[src/rtl/txh_pkg.sv]
package txh_pkg;

  // Bus response as seen by the halt logic.
  typedef struct packed {
    logic vld;
    logic addr_err;
    logic ecc_err;
  } txh_bus_rsp_t;

  // Source of a general error, for readability of the decode.
  typedef enum logic [1:0] {
    TXH_CAUSE_NONE = 2'd0,
    TXH_CAUSE_DESC = 2'd1,
    TXH_CAUSE_BUS  = 2'd2
  } txh_cause_e;

  function automatic logic bus_rsp_is_err(input txh_bus_rsp_t r);
    return r.vld & (r.addr_err | r.ecc_err);
  endfunction

endpackage

[src/rtl/txh_err_detect.sv]
module txh_err_detect
  import txh_pkg::*;
#(
  parameter int NUM_RINGS = 4,
  parameter int LEN_W     = 16,
  parameter int RING_W    = 2
) (
  input  logic                 fetch_vld_i,
  input  logic [RING_W-1:0]    fetch_ring_i,
  input  logic                 fetch_empty_i,
  input  logic                 fetch_ready_i,
  input  logic [LEN_W-1:0]     fetch_len_i,
  input  txh_bus_rsp_t         rsp_i,
  output logic                 gen_err_o,
  output txh_cause_e           cause_o,
  output logic [NUM_RINGS-1:0] set_o
);

  logic desc_err;
  logic bus_err;
  logic [NUM_RINGS-1:0] empty_hit;

  // A descriptor marked ready with zero length is a programming error.
  // An empty fetch takes precedence: its ready flag and length mean nothing.
  always_comb begin
    desc_err = fetch_vld_i & ~fetch_empty_i & fetch_ready_i & (fetch_len_i == '0);
    bus_err  = bus_rsp_is_err(rsp_i);
  end

  always_comb begin
    if (bus_err)       cause_o = TXH_CAUSE_BUS;
    else if (desc_err) cause_o = TXH_CAUSE_DESC;
    else               cause_o = TXH_CAUSE_NONE;
  end

  assign gen_err_o = (cause_o != TXH_CAUSE_NONE);

  // Each ring looks for its own index on an empty fetch. An index beyond
  // the last ring matches nothing.
  for (genvar i = 0; i < NUM_RINGS; i++) begin : g_ring
    assign empty_hit[i] = fetch_vld_i & fetch_empty_i & (fetch_ring_i == RING_W'(i));
    assign set_o[i]     = gen_err_o | empty_hit[i];
  end

  // at most one ring is hit by an empty fetch.
  always_comb begin
    a_one_empty_r4: assert ($onehot0(empty_hit));
  end

endmodule

[src/rtl/txh_status_reg.sv]
module txh_status_reg #(
  parameter int NUM_RINGS = 4
) (
  input  logic                 clk,
  input  logic                 rst_n,
  input  logic [NUM_RINGS-1:0] set_i,
  input  logic                 wr_en_i,
  input  logic [NUM_RINGS-1:0] wr_data_i,
  output logic [NUM_RINGS-1:0] halt_o
);

  logic [NUM_RINGS-1:0] halt_q;
  logic [NUM_RINGS-1:0] halt_d;
  logic [NUM_RINGS-1:0] clr;
  logic [NUM_RINGS-1:0] bit_en;

  for (genvar i = 0; i < NUM_RINGS; i++) begin : g_bit
    // Next-state logic: setting has priority over a write-one-to-clear.
    always_comb begin
      clr[i]    = wr_en_i & wr_data_i[i];
      bit_en[i] = set_i[i] | clr[i];
      halt_d[i] = set_i[i];
    end

    always_ff @(posedge clk or negedge rst_n) begin
      if (!rst_n)         halt_q[i] <= 1'b0;
      else if (bit_en[i]) halt_q[i] <= halt_d[i];
    end

    p_w1c_r3: assert property (@(posedge clk) disable iff (!rst_n)
      (wr_en_i && wr_data_i[i] && !set_i[i]) |=> !halt_q[i]);

    p_hold_r3: assert property (@(posedge clk) disable iff (!rst_n)
      (!set_i[i] && !(wr_en_i && wr_data_i[i])) |=> (halt_q[i] == $past(halt_q[i])));

    p_set_wins_r9: assert property (@(posedge clk) disable iff (!rst_n)
      set_i[i] |=> halt_q[i]);
  end

  // without a set condition no bit can rise.
  p_no_self_set_r7: assert property (@(posedge clk) disable iff (!rst_n)
    !(|set_i) |=> ((halt_q & ~$past(halt_q)) == '0));

  assign halt_o = halt_q;

endmodule

[src/rtl/txh_out_gate.sv]
module txh_out_gate #(
  parameter int NUM_RINGS = 4
) (
  input  logic                 clk,
  input  logic                 rst_n,
  input  logic [NUM_RINGS-1:0] q_en_i,
  input  logic                 gstop_i,
  input  logic [NUM_RINGS-1:0] halt_i,
  input  logic                 gen_err_i,
  output logic [NUM_RINGS-1:0] dma_en_o,
  output logic                 any_halted_o,
  output logic                 txe_o
);

  logic txe_q;
  logic txe_d;

  // The event register is loaded every cycle, so its enable is tied high.
  always_comb txe_d = gen_err_i;

  always_ff @(posedge clk or negedge rst_n) begin
    if (!rst_n) txe_q <= 1'b0;
    else        txe_q <= txe_d;
  end

  assign txe_o = txe_q;

  for (genvar i = 0; i < NUM_RINGS; i++) begin : g_en
    assign dma_en_o[i] = q_en_i[i] & ~halt_i[i] & ~gstop_i;

    p_halt_blocks_dma_r2: assert property (@(posedge clk) disable iff (!rst_n)
      halt_i[i] |-> !dma_en_o[i]);
  end

  assign any_halted_o = |halt_i;

  p_txe_rise_r8: assert property (@(posedge clk) disable iff (!rst_n)
    gen_err_i |=> txe_o);

  p_txe_quiet_r8: assert property (@(posedge clk) disable iff (!rst_n)
    !gen_err_i |=> !txe_o);

  p_gstop_blocks_r2: assert property (@(posedge clk) disable iff (!rst_n)
    gstop_i |-> (dma_en_o == '0));

endmodule

[src/rtl/tx_ring_halt_ctrl.sv]
module tx_ring_halt_ctrl
  import txh_pkg::*;
#(
  parameter int NUM_RINGS = 4,
  parameter int LEN_W     = 16,
  localparam int RING_W   = (NUM_RINGS > 1) ? $clog2(NUM_RINGS) : 1
) (
  input  logic                 clk,
  input  logic                 rst_n,
  input  logic [NUM_RINGS-1:0] q_en_i,
  input  logic                 gstop_i,
  input  logic                 fetch_vld_i,
  input  logic [RING_W-1:0]    fetch_ring_i,
  input  logic                 fetch_empty_i,
  input  logic                 fetch_ready_i,
  input  logic [LEN_W-1:0]     fetch_len_i,
  input  logic                 rsp_vld_i,
  input  logic                 rsp_addr_err_i,
  input  logic                 rsp_ecc_err_i,
  input  logic                 wr_en_i,
  input  logic [NUM_RINGS-1:0] wr_data_i,
  output logic [NUM_RINGS-1:0] halt_stat_o,
  output logic [NUM_RINGS-1:0] dma_en_o,
  output logic                 any_halted_o,
  output logic                 txe_o
);

  txh_bus_rsp_t         rsp;
  txh_cause_e           cause;
  logic                 gen_err;
  logic [NUM_RINGS-1:0] set_vec;
  logic [NUM_RINGS-1:0] halt;

  assign rsp = '{vld: rsp_vld_i, addr_err: rsp_addr_err_i, ecc_err: rsp_ecc_err_i};

  txh_err_detect #(
    .NUM_RINGS (NUM_RINGS),
    .LEN_W     (LEN_W),
    .RING_W    (RING_W)
  ) u_detect (
    .fetch_vld_i   (fetch_vld_i),
    .fetch_ring_i  (fetch_ring_i),
    .fetch_empty_i (fetch_empty_i),
    .fetch_ready_i (fetch_ready_i),
    .fetch_len_i   (fetch_len_i),
    .rsp_i         (rsp),
    .gen_err_o     (gen_err),
    .cause_o       (cause),
    .set_o         (set_vec)
  );

  txh_status_reg #(
    .NUM_RINGS (NUM_RINGS)
  ) u_status (
    .clk       (clk),
    .rst_n     (rst_n),
    .set_i     (set_vec),
    .wr_en_i   (wr_en_i),
    .wr_data_i (wr_data_i),
    .halt_o    (halt)
  );

  txh_out_gate #(
    .NUM_RINGS (NUM_RINGS)
  ) u_gate (
    .clk          (clk),
    .rst_n        (rst_n),
    .q_en_i       (q_en_i),
    .gstop_i      (gstop_i),
    .halt_i       (halt),
    .gen_err_i    (gen_err),
    .dma_en_o     (dma_en_o),
    .any_halted_o (any_halted_o),
    .txe_o        (txe_o)
  );

  assign halt_stat_o = halt;

  // any general error leaves every ring halted.
  p_err_halts_all_r5: assert property (@(posedge clk) disable iff (!rst_n)
    (cause != TXH_CAUSE_NONE) |=> (&halt_stat_o));

  // a flagged bus response is always decoded as an error.
  p_bus_err_r6: assert property (@(posedge clk) disable iff (!rst_n)
    (rsp_vld_i && (rsp_addr_err_i || rsp_ecc_err_i)) |-> (cause == TXH_CAUSE_BUS));

endmodule

[config.mk]
export PLATFORM = sky130hd
export DESIGN_NAME = tx_ring_halt_ctrl
export DESIGN_NICKNAME = d
export VERILOG_FILES = /design/src/rtl/txh_pkg.sv /design/src/rtl/txh_err_detect.sv /design/src/rtl/txh_status_reg.sv /design/src/rtl/txh_out_gate.sv /design/src/rtl/tx_ring_halt_ctrl.sv
export SDC_FILE = /design/constraint.sdc
export NUM_CORES = 1
export LEC_CHECK = 0
export BUFFER_PORTS_ARGS = -buffer_cell sky130_fd_sc_hd__buf_2
export CORE_AREA = 10 10 47 49
export CTS_CLUSTER_DIAMETER = 80
export DETAILED_ROUTE_END_ITERATION = 7
export DIE_AREA = 0 0 57 59
export MAX_ROUTING_LAYER = met4
export PLACE_DENSITY = 0.68
export RECOVER_POWER = 100
export SYNTH_ARGS = -nofsm -noshare
export SYNTH_HDL_FRONTEND = slang
export SYNTH_SLANG_ARGS = --single-unit
[constraint.sdc]
create_clock -name clk -period 3.09 [get_ports clk]
set_input_delay 0.4635 -clock clk [delete_from_list [all_inputs] [get_ports clk]]
set_output_delay 0.4635 -clock clk [all_outputs]
set_load 0.01 [all_outputs]
## Yosys cells after proc, flatten, opt, wreduce, memory -nomap -nowiden

Cells that the tools add are included.

- Memories kept: 0
- Output and inout port bits: 10
- Flip-flop bits (word level): 5
- Bits in latches: 0
- Logic and storage cells: 50
- Bits in read-only memories: 0
- Bits of input ports: 36
- Bits in writable memories: 0

- Muxes and demuxes: 2
- Multipliers: 0
- Div/mod/pow operators: 0
- Eq/ne operators: 3
- $lt $le $gt $ge: 0
- Bitwise operators: 36
- Reduce and logical (&&, ||, !) cells: 4
- Add/sub/neg operators: 0
- Shifts and indexed selects: 0

Operators by type and width:

| cell | count |
|---|---|
| 1-bit bitwise AND | 21 |
| 16-bit logical NOT | 1 |
| 1-bit bitwise OR | 9 |
| 1-bit NOT | 6 |
| 2-bit equality test, second input constant | 2 |
| 4-bit OR reduction | 1 |
| 2-bit by 1-bit equality test with 1-bit output, second input constant | 1 |
| 2-bit logical NOT | 1 |
| 2-bit 2-to-1 mux | 1 |
| 2-bit nonzero test | 1 |
| 1-bit 2-to-1 mux | 1 |

## Logic depth before layout (Yosys ltp)

Gate-level depths: netlist of the first run.

- Depth in word-level cells: 9
- Mapped depth: 4
- Depth with buffers taken out: 4

## Hierarchy

A second synthesis of the first run with hierarchy kept.

- Cell total of the unflattened synthesis: 37
- Area, all modules: 346.6 um2

By module, submodules not included:

| module | instances | area each (um2) | cells each | seq. area each (um2) |
|---|---|---|---|---|
| txh_status_reg | 1 | 145.1 | 12 | 100.1 |
| txh_err_detect | 1 | 138.9 | 19 | 0.0 |
| txh_out_gate | 1 | 62.6 | 6 | 25.0 |

## Worst setup path after synthesis of the first run

OpenSTA, ideal clock, no wires.

- Kind: reg-to-output
- Start point: register u_status.halt_q[1] (netlist: u_status.halt_o[1])
- End point: output any_halted_o
- Stages on the path, launching flop included: 2
- Data required time: 2626 ps
- Path slack: 1635 ps
- Arrival time: 992 ps
- Path through: dfrtp_1 -> or4_1

- Longest elaborated chain between the ends: 1

RTL lines:

| element | line | text |
|---|---|---|
| start, declared | txh_status_reg.sv:12 | `logic [NUM_RINGS-1:0] halt_q;` |
| start signal, assigned by index | txh_status_reg.sv:27 | `else if (bit_en[i]) halt_q[i] <= halt_d[i];` |
| 4-bit OR reduction | txh_out_gate.sv:35 | `assign any_halted_o = \|halt_i;` |
| end, declared | tx_ring_halt_ctrl.sv:24 | `output logic any_halted_o,` |

Every way passes these cells.

## Worst setup path after layout of the first run

Same ends and word-level chain as after synthesis.

==> results.tsv, run 1 <==
stage	metric	value	unit
status	status	completed	
synth	synth.area.top_cells	dfrtp_1, nand2_1, nor3b_1, o41a_4, nor4_1	
synth	synth.yosys.seq_area_share	0.3774	
setup_path	cp_max_fo	4	
global_route	antenna_found_initial	0	
place	gp_congestion	0.7527	
min_path	hold_path_class	in2async	
sta	setup_viol	0	
drt	ant_nets	0	
synth	async_flop_share	1.000	
global_route	grt_pass1_vias	570	
setup_path	critPathSlowestCell	or4_1	
global_route	grt_pass1_wl	2318	um
clocking	cts_resized	0	
synth	synth_cells	35	
setup_path	cp_data_required_time	2.63	ns
sta	finalMaxSlewViolations	0	
sta	rsz0062_at_grt	false	
clocking	clk_pin_slew	0.04	ns
power_and_ir_drop	p_leak	0.0002769	uW
job	maxCapViolCount	0	
synth	synth_seq_cells	5	
synth	synth_nets	71	
drt	drtIter0Drc	8	
clocking	clk_latency	0.23	ns
drt	drc	0	
synth	yosys_warnings	0	
clocking	cts_sinks	5	
finish	area_growth	69.81	%
drt	dr.pass1.iters	4	
power_and_ir_drop	comb_power_share	0.256	
setup_path	path_class	reg2out	
sta	fin_crit	1.763	ns
finish	drive_above_1_share	0.4643	
die	die_area	3363	um2
setup_path	start_kind	flip-flop	
power_and_ir_drop	intPower	146.8	uW
power_and_ir_drop	switching_power	53.58	uW
drt	wl_per_cell	14.12	um
global_route	grt_start_max_net_pins	6	
power_and_ir_drop	seq_power_share	0.387	
place	portBuffers	45	
setup_path	endpoint_kind	output pin	
die	ios	46	
sta	hold_viol	0	
power_and_ir_drop	powerDensity	355.9	nW/um2
synth	synthTopCellsByCount	nand2_1, dfrtp_1, nor3b_1	
synth	synth_cell_types	16	
die	initial_core_util	0.2366	
clocking	root_buffer	clkbuf_4	
sta	fin_crit_sh	0.5705	
clocking	postCtsHoldBufs	0	
finish	diodes	0	
setup_path	worst-path-buf-inv	1	
sta	finClkSkew	0	ns
global_route	gr-total-overflow	0	
sta	relSlewSlack	0.7813	
clocking	h-tree-depth	1	
synth	synth_area	331.6	um2
synth	synth-main-ff-cell	dfrtp_1	
setup_path	cp.arrival	1.30	ns
clocking	clock_path_buffers	2	
synth	synth-edff-count	0	
drt	via_count	476	
power_and_ir_drop	ir_drop	0.1604	mV
place	pre_cts_slack	1.461	ns
global_route	grt_usage	0.08777	
sta	timing.fmax	567.3	MHz
synth	postSynthAreaPerCell	9.473	um2
sta	worst_pin_slew	0.3240	ns
synth	synthMostInstantiatedCell	nand2_1	
clocking	cts_tree	yes	
place	place_hpwl	1310	um
setup_path	crit_chain	or4_1 -> clkbuf_1	
sta	tns	0	ns
drt	routed_wl	1412	um
sta	fin_ws	1.327	ns
power_and_ir_drop	switching_share	0.2674	
sta	hold_ws	0.06888	ns
die	die_x	57	um
die	row_count	14	
setup_path	max_stage_delay	0.52	ns
synth	synth_top_area_frac	0.3774	
die	core_area	1401	um2
clocking	cts_setup_buffers	0	
clocking	numCtsBuffers	3	
setup_path	cp_top_family	simple AND/OR/NAND/NOR gates	
drt	viasPerCell	4.760	
die	fp.dieH	59	um
synth	yosysTopAreaCell	dfrtp_1	
finish	nNetsFinal	121	
power_and_ir_drop	clkPwrFrac	0.357	
[flip-flops by register name, summed over array words and instances, names as in the netlist]
register	count
u_status.halt_o	4
u_gate.txe_o	1
[path summary, 6_finish.rpt]
path,slack (ns),endpoint,from,cells past startpoint
setup reg to reg,2.29,u_status.halt_o[1],u_status.halt_o[1],2
hold reg to reg,0.55,u_status.halt_o[3],u_status.halt_o[3],2
max in group asynchronous,2.81,u_status.halt_o[1],rst_n,1
min in group clk,0.49,u_status.halt_o[2],fetch_ring_i[0],2
setup / recovery,1.33,any_halted_o,u_status.halt_o[1],2
hold / removal,0.07,u_status.halt_o[2],rst_n,1
[layer usage]
| metal | vias to the layer above | global-route usage | wire [um] |
|---|---|---|---|
| li1 | 235 | - | - |
| met4 | 0 | 0.03020 | 4 |
| met5 | - | - | 0 |
| met1 | 197 | 0.08131 | 602 |
| met3 | 2 | 0.06867 | 240 |
| met2 | 42 | 0.1364 | 565 |
[layout make-up]
| cell class | instances | area, um2 |
|---|---|---|
| fillers | 158 | 838.3 |
| repair buffers | 45 | 211.5 |
| multi-input cells | 28 | 172.7 |
| flip-flops and latches | 5 | 125.1 |
| clock buffers | 4 | 26.28 |
| well taps | 16 | 20.02 |
| inverters | 2 | 7.507 |
[power by group through the flow]
stage               logic, uW  registers [uW]  clock network, uW
CTS                      59.6            77.7               74.7
global route             58.0            78.9               84.5
finish                   51.3            77.6               71.5
floorplan                18.2            80.5                  0
global placement         58.1            78.5                  0
detailed placement       59.4            78.6                  0
[per-stage QoR]
step,power [uW],cells,utilization,cell area [um2]
after floorplan,98.72,35,-,331.6
after global placement,136.5,96,0.4116,576.8
after detailed placement,138.0,96,0.4116,576.8
after CTS,212.0,100,0.4304,603.1
after global routing,221.3,100,0.4018,563.0
final,200.4,100,0.4018,563.0
[cells by family after synthesis]
logic type | after synthesis | synth area share
flip-flops | 5 | 0.3774
buffers and inverters | 2 | 0.02265
AO/OA/AOI/OAI | 5 | 0.1887
AND/OR/NAND/NOR | 23 | 0.4113
[layout by cell type (no fill, tap or decap)]
master / Yosys / routed
o311ai_0: 0 / 1
o211ai_1: 0 / 1
clkbuf_1: 0 / 12
nand4_1: 2 / 2
nand2_1: 9 / 9
inv_1: 2 / 2
dfrtp_1: 5 / 5
clkbuf_4: 0 / 3
o21ai_0: 1 / 1
o41a_2: 0 / 1
buf_2: 0 / 34
nand3_1: 1 / 2
or4_1: 1 / 1
a22oi_1: 1 / 1
nor4b_2: 1 / 1
nor4_1: 3 / 3
nor2_1: 1 / 1
nor3b_1: 4 / 4
Power figures use the tool's default switching activity.
==> run 2, diff against run 1 <==
--- a/config.mk
+++ b/config.mk
@@ -5,13 +5,14 @@
 export SDC_FILE = /design/constraint.sdc
 export NUM_CORES = 1
 export LEC_CHECK = 0
+export ABC_AREA = 1
 export BUFFER_PORTS_ARGS = -buffer_cell sky130_fd_sc_hd__buf_2
 export CORE_AREA = 10 10 47 49
 export CTS_CLUSTER_DIAMETER = 80
 export DETAILED_ROUTE_END_ITERATION = 7
 export DIE_AREA = 0 0 57 59
 export MAX_ROUTING_LAYER = met4
-export PLACE_DENSITY = 0.68
+export PLACE_DENSITY = 0.69
 export RECOVER_POWER = 100
 export SYNTH_ARGS = -nofsm -noshare
 export SYNTH_HDL_FRONTEND = slang
==> constraint.sdc (replaced) <==
create_clock -name clk -period 1.8 [get_ports clk]
set_input_delay 0.27 -clock clk [delete_from_list [all_inputs] [get_ports clk]]
set_output_delay 0.27 -clock clk [all_outputs]
set_load 0.01 [all_outputs]
==> results.tsv, run 2 <==
stage	metric	value	unit
power_and_ir_drop	ir_drop	0.2053	mV
synth	synthTopCellsByCount	nor2_1, nand2_1, a21oi_1	
synth	async_flop_share	1.000	
synth	synthMostInstantiatedCell	nor2_1	
finish	final_common_cell	buf_2	
synth	synth.area.top_cells	dfrtp_1, nor2_1, a21oi_1, nand2_1, inv_1	
synth	synth_area	342.8	um2
power_and_ir_drop	power.total	357.5	uW
drt	via_count	493	
place	place_hpwl	1240	um
synth	synth_cell_types	11	
setup_path	crit_chain	inv_1 -> nand2_1 -> nor2_1 -> clkbuf_1	
clocking	clk_pin_slew	0.05	ns
die	fp.dieH	59	um
setup_path	r2r-start	u_status.halt_o[2]	
setup_path	critPathSlowestCell	dfrtp_1	
min_path	hold-path-cell-count	3	
clocking	numCtsBuffers	3	
sta	hold_viol	0	
global_route	antenna_found_initial	0	
drt	routed_wl	1352	um
setup_path	cp_data_required_time	1.53	ns
sta	fin_crit	1.299	ns
setup_path	start_kind	flip-flop	
setup_path	path_class	reg2out	
setup_path	cp_top_family	flip-flops	
drt	wl_per_cell	11.27	um
min_path	min_from	fetch_ring_i[0]	
synth	synth_top_area_frac	0.3650	
global_route	grt_usage	0.08322	
status	status	completed	
synth	synth.yosys.seq_area_share	0.3650	
place	dpl_cell_area	588.1	um2
sta	finClkSkew	0	ns
global_route	grt_pass1_vias	555	
die	ios	46	
clocking	h-tree-depth	1	
synth	postSynthAreaPerCell	6.349	um2
place	portBuffers	45	
sta	setup_viol	0	
global_route	gr-total-overflow	0	
sta	finalMaxSlewViolations	0	
synth	synth-edff-count	0	
clocking	clk_latency	0.24	ns
power_and_ir_drop	p_leak	0.0003381	uW
drt	dr.pass1.iters	2	
sta	tns	0	ns
min_path	hold_path_class	in2reg	
sta	rsz0062_at_grt	false	
setup_path	worst-path-buf-inv	2	
sta	timing.fmax	769.7	MHz
die	die_x	57	um
die	initial_core_util	0.2446	
clocking	cts_resized	0	
global_route	grt_pass1_wl	2201	um
sta	relSlewSlack	0.7915	
synth	yosys_warnings	0	
finish	layout_common_cells	buf_2, nor2_1, clkbuf_1	
drt	viasPerCell	4.108	
global_route	grt_start_max_net_pins	6	
synth	synth_seq_cells	5	
clocking	cts_sinks	5	
setup_path	reg2reg_depth	4	
die	die_area	3363	um2
finish	final_area	606.8	um2
finish	largest_reg_flops	4	
place	gp_congestion	0.8147	
setup_path	cp.arrival	1.03	ns
setup_path	endpoint_kind	output pin	
finish	nNetsFinal	141	
die	core_area	1401	um2
clocking	root_buffer	clkbuf_4	
synth	yosysTopAreaCell	dfrtp_1	
drt	ant_nets	0	
sta	fin_crit_sh	0.7217	
min_path	min_to	u_status.halt_o[1]	
sta	fin_ws	0.5009	ns
clocking	clock_path_buffers	2	
clocking	cts_tree	yes	
sta	worst_pin_slew	0.3107	ns
synth	synth_cells	54	
setup_path	cp_max_fo	3	
place	pre_cts_slack	0.7980	ns
finish	drive_above_1_share	0.3846	
synth	synth_nets	90	
setup_path	r2r_end	u_status.halt_o[2]	
finish	diodes	0	
setup_path	max_stage_delay	0.37	ns
job	maxCapViolCount	0	
finish	area_growth	77.01	%
drt	drc	0	
setup_path	rrSetupSlack	0.91	ns
power_and_ir_drop	powerDensity	589.1	nW/um2
synth	synth-main-ff-cell	dfrtp_1	
die	row_count	14	
drt	drtIter0Drc	5	
[run 2: changes by cell type in the layout (fill, tap and decap cells not counted), moves of 2 or more]
cell and change:
nor2_1 +13, a21oi_1 +8, inv_1 +5, nand3_1 +4, nor3b_1 -4, nor4_1 -3
nor2_2 +2
[run 2: worst register-to-register path: stages (launching register included)]
cell and delay, ns:
dfrtp_1 0.37, inv_1 0.09, a21oi_1 0.05, a21oi_1 0.13, nand3_1 0.10
[run 2: where the power goes]
part           leakage, uW  switching (uW)  internal, uW
logic             0.000267            53.4          49.0
registers        0.0000536            4.37           123
clock network    0.0000177            47.3          80.4
total             0.000338             105           252
[run 2: worst max path at each step]
stage	start	end	cells past startpoint
after CTS	u_status.halt_o[1]	dma_en_o[1]	4
after floorplan	u_status.halt_o[2]	dma_en_o[2]	3
after global placement	u_status.halt_o[0]	dma_en_o[0]	4
final	u_status.halt_o[1]	dma_en_o[1]	4
after global routing	u_status.halt_o[1]	dma_en_o[1]	4
after detailed placement	u_status.halt_o[1]	dma_en_o[1]	4
[run 2: routing by layer]
layer,GRT usage,share of wire,routed length [um],vias up
li1,-,-,-,272
met1,0.09564,0.46,616,186
met2,0.1132,0.44,591,35
met3,0.04077,0.11,145,0
met4,0.05034,0,0,0
met5,-,0,0,-
[run 2: cell families after synthesis]
logic type             after synthesis  synth area share
AOI/OAI and AO/OA                    9            0.1314
buffers and inverters                7           0.07666
and+or+nand+nor                     33            0.4270
DFF                                  5            0.3650
[run 2: timing repair]
item / in CTS / in global routing
hold buffers: 1 / 0
hold endpoints to repair: 5 / 0
setup endpoints to repair: 0 / 0
buffers inserted: 0 / 0
[run 2: cell type report]
| type | instances | area (um2) |
|---|---|---|
| Timing Repair Buffer | 46 | 221.5 |
| Clock inverter | 1 | 5.005 |
| Multi-Input combinational cell | 42 | 186.4 |
| Tap cell | 16 | 20.02 |
| Clock buffer | 3 | 22.52 |
| Inverter | 7 | 26.28 |
| Fill cell | 165 | 794.5 |
| Sequential cell | 5 | 125.1 |
[run 2: metrics by stage]
step                      cells    util  hold slack, ns
final                       120  0.4330          0.2957
after global routing        120  0.4330          0.3332
after CTS                   120  0.4464          0.2909
after detailed placement    115  0.4196         0.08451
after global placement      115  0.4196         0.08402
after floorplan              54       -        -0.02559
==> run 3, diff against run 2 <==
--- a/config.mk
+++ b/config.mk
@@ -7,12 +7,12 @@
 export LEC_CHECK = 0
 export ABC_AREA = 1
 export BUFFER_PORTS_ARGS = -buffer_cell sky130_fd_sc_hd__buf_2
-export CORE_AREA = 10 10 47 49
+export CORE_MARGIN = 10
+export CORE_UTILIZATION = 26
 export CTS_CLUSTER_DIAMETER = 80
 export DETAILED_ROUTE_END_ITERATION = 7
-export DIE_AREA = 0 0 57 59
 export MAX_ROUTING_LAYER = met4
-export PLACE_DENSITY = 0.69
+export PLACE_DENSITY = 0.72
 export RECOVER_POWER = 100
 export SYNTH_ARGS = -nofsm -noshare
 export SYNTH_HDL_FRONTEND = slang
==> constraint.sdc (replaced) <==
create_clock -name clk -period 1.1 [get_ports clk]
set_input_delay 0.165 -clock clk [delete_from_list [all_inputs] [get_ports clk]]
set_output_delay 0.165 -clock clk [all_outputs]
set_load 0.01 [all_outputs]
==> results.tsv, run 3 (synthesis results as in run 2) <==
stage	metric	value	unit
status	status	completed	
drt	dr.pass1.iters	3	
finish	fin_util	0.4872	
sta	hold_viol	0	
drt	viasPerCell	4.269	
drt	drc	0	
sta	setup_viol	0	
sta	timing.fmax	911.9	MHz
setup_path	cp_max_fo	3	
sta	fin_crit	1.097	ns
setup_path	path_class	reg2out	
setup_path	worst-path-buf-inv	2	
job	maxCapViolCount	0	
setup_path	cp_top_family	flip-flops	
min_path	hold_path_class	in2reg	
clocking	cts_tree	yes	
drt	drtIter0Drc	6	
power_and_ir_drop	power.total	589.8	uW
sta	finalMaxSlewViolations	0	
finish	largest_reg_flops	4	
sta	fin_crit_sh	0.9969	
place	dpl_cell_area	586.8	um2
drt	via_count	508	
power_and_ir_drop	ir_drop	0.3248	mV
setup_path	cp_data_required_time	0.94	ns
sta	rsz0062_at_grt	true	
clocking	cts_setup_buffers	0	
setup_path	cp.arrival	0.93	ns
power_and_ir_drop	p_leak	0.0003512	uW
place	portBuffers	45	
die	die_area	3171	um2
finish	nNetsFinal	141	
global_route	grt_pass1_vias	581	
clocking	clock_path_buffers	2	
die	ios	46	
clocking	clk_latency	0.23	ns
clocking	h-tree-depth	1	
drt	wl_per_cell	11.12	um
sta	worst_pin_slew	0.3119	ns
clocking	numCtsBuffers	3	
die	fp.dieH	56.31	um
global_route	grt_usage	0.08631	
finish	final_area	618.1	um2
setup_path	endpoint_kind	output pin	
finish	area_growth	80.29	%
clocking	clk_pin_slew	0.04	ns
finish	fillers	124	
global_route	gr-total-overflow	0	
finish	diodes	0	
die	initial_core_util	0.2702	
setup_path	rrSetupSlack	0.22	ns
drt	routed_wl	1323	um
finish	drive_above_1_share	0.5000	
setup_path	critPathSlowestCell	dfrtp_1	
setup_path	crit_chain	inv_2 -> nand2_2 -> nor2_1 -> buf_2	
sta	relSlewSlack	0.7907	
sta	finClkSkew	0	ns
power_and_ir_drop	powerDensity	954.2	nW/um2
global_route	antenna_found_initial	0	
setup_path	max_stage_delay	0.38	ns
setup_path	start_kind	flip-flop	
finish	finalNonFillerCells	119	
place	dp.cells	114	
die	die_x	56.31	um
drt	ant_nets	0	
global_route	grt_start_max_net_pins	6	
place	gp_congestion	0.7442	
clocking	root_buffer	clkbuf_4	
global_route	grt_pass1_wl	2242	um
place	place_hpwl	1229	um
die	row_count	13	
finish	final_common_cell	buf_2	
die	core_area	1269	um2
finish	layout_common_cells	buf_2, nor2_1, a21oi_1	
clocking	cts_sinks	5	
run 3: layout make-up:
| type | count | area, um2 | share of cell area |
|---|---|---|---|
| Multi-Input combinational cell | 42 | 191.4 | 0.3097 |
| Sequential cell | 5 | 125.1 | 0.2024 |
| Timing Repair Buffer | 46 | 230.2 | 0.3725 |
| Tap cell | 15 | 18.77 | 0.03036 |
| Clock buffer | 4 | 26.28 | 0.04251 |
| Inverter | 7 | 26.28 | 0.04251 |
run 3: per-stage QoR:
step	hold slack, ns	TNS [ns]	setup WS [ns]
6_report	0.2064	0	0.003358
5_1_grt	0.2076	-0.3456	-0.07615
4_1_cts	0.1899	-0.01876	-0.009194
3_5_place_dp	-0.02215	0	0.1906
3_3_place_gp	-0.02192	0	0.2289
2_1_floorplan	-0.1306	0	0.2460
run 3: what timing repair did:
item,CTS,global route
hold buffers,1,0
endpoints found under the hold margin,5,0
pin swaps,0,1
gates resized for setup,4,2
setup endpoints to repair,5,5
run 3: path summary, 6_finish.rpt:
check                                   startpoint                  to  cells after the start
worst max-delay path            u_status.halt_o[0]         dma_en_o[0]                      4
worst min-delay path               fetch_ring_i[0]  u_status.halt_o[3]                      3
worst max register to register  u_status.halt_o[2]  u_status.halt_o[2]                      4
worst min register to register  u_status.halt_o[3]  u_status.halt_o[3]                      4
max in group asynchronous                    rst_n        u_gate.txe_o                      2
min in group asynchronous                    rst_n  u_status.halt_o[1]                      2
run 3: worst min-delay path, cell delays in order:
cell	delay, ns
buf_2	0.10
a21oi_1	0.06
nand3_1	0.07
run 3: report_power, final:
group	internal, uW	leakage [uW]	switching [uW]
logic	85.7	0.000283	90.1
clock network	137	0.0000150	66.4
registers	202	0.0000536	9.53
total	424	0.000351	166
run 3: metal layers:
| metal | part of all wire | global-route usage |
|---|---|---|
| met4 | 0 | 0.05155 |
| met2 | 0.36 | 0.1078 |
| met5 | 0 | - |
| met1 | 0.49 | 0.1053 |
| met3 | 0.15 | 0.04494 |
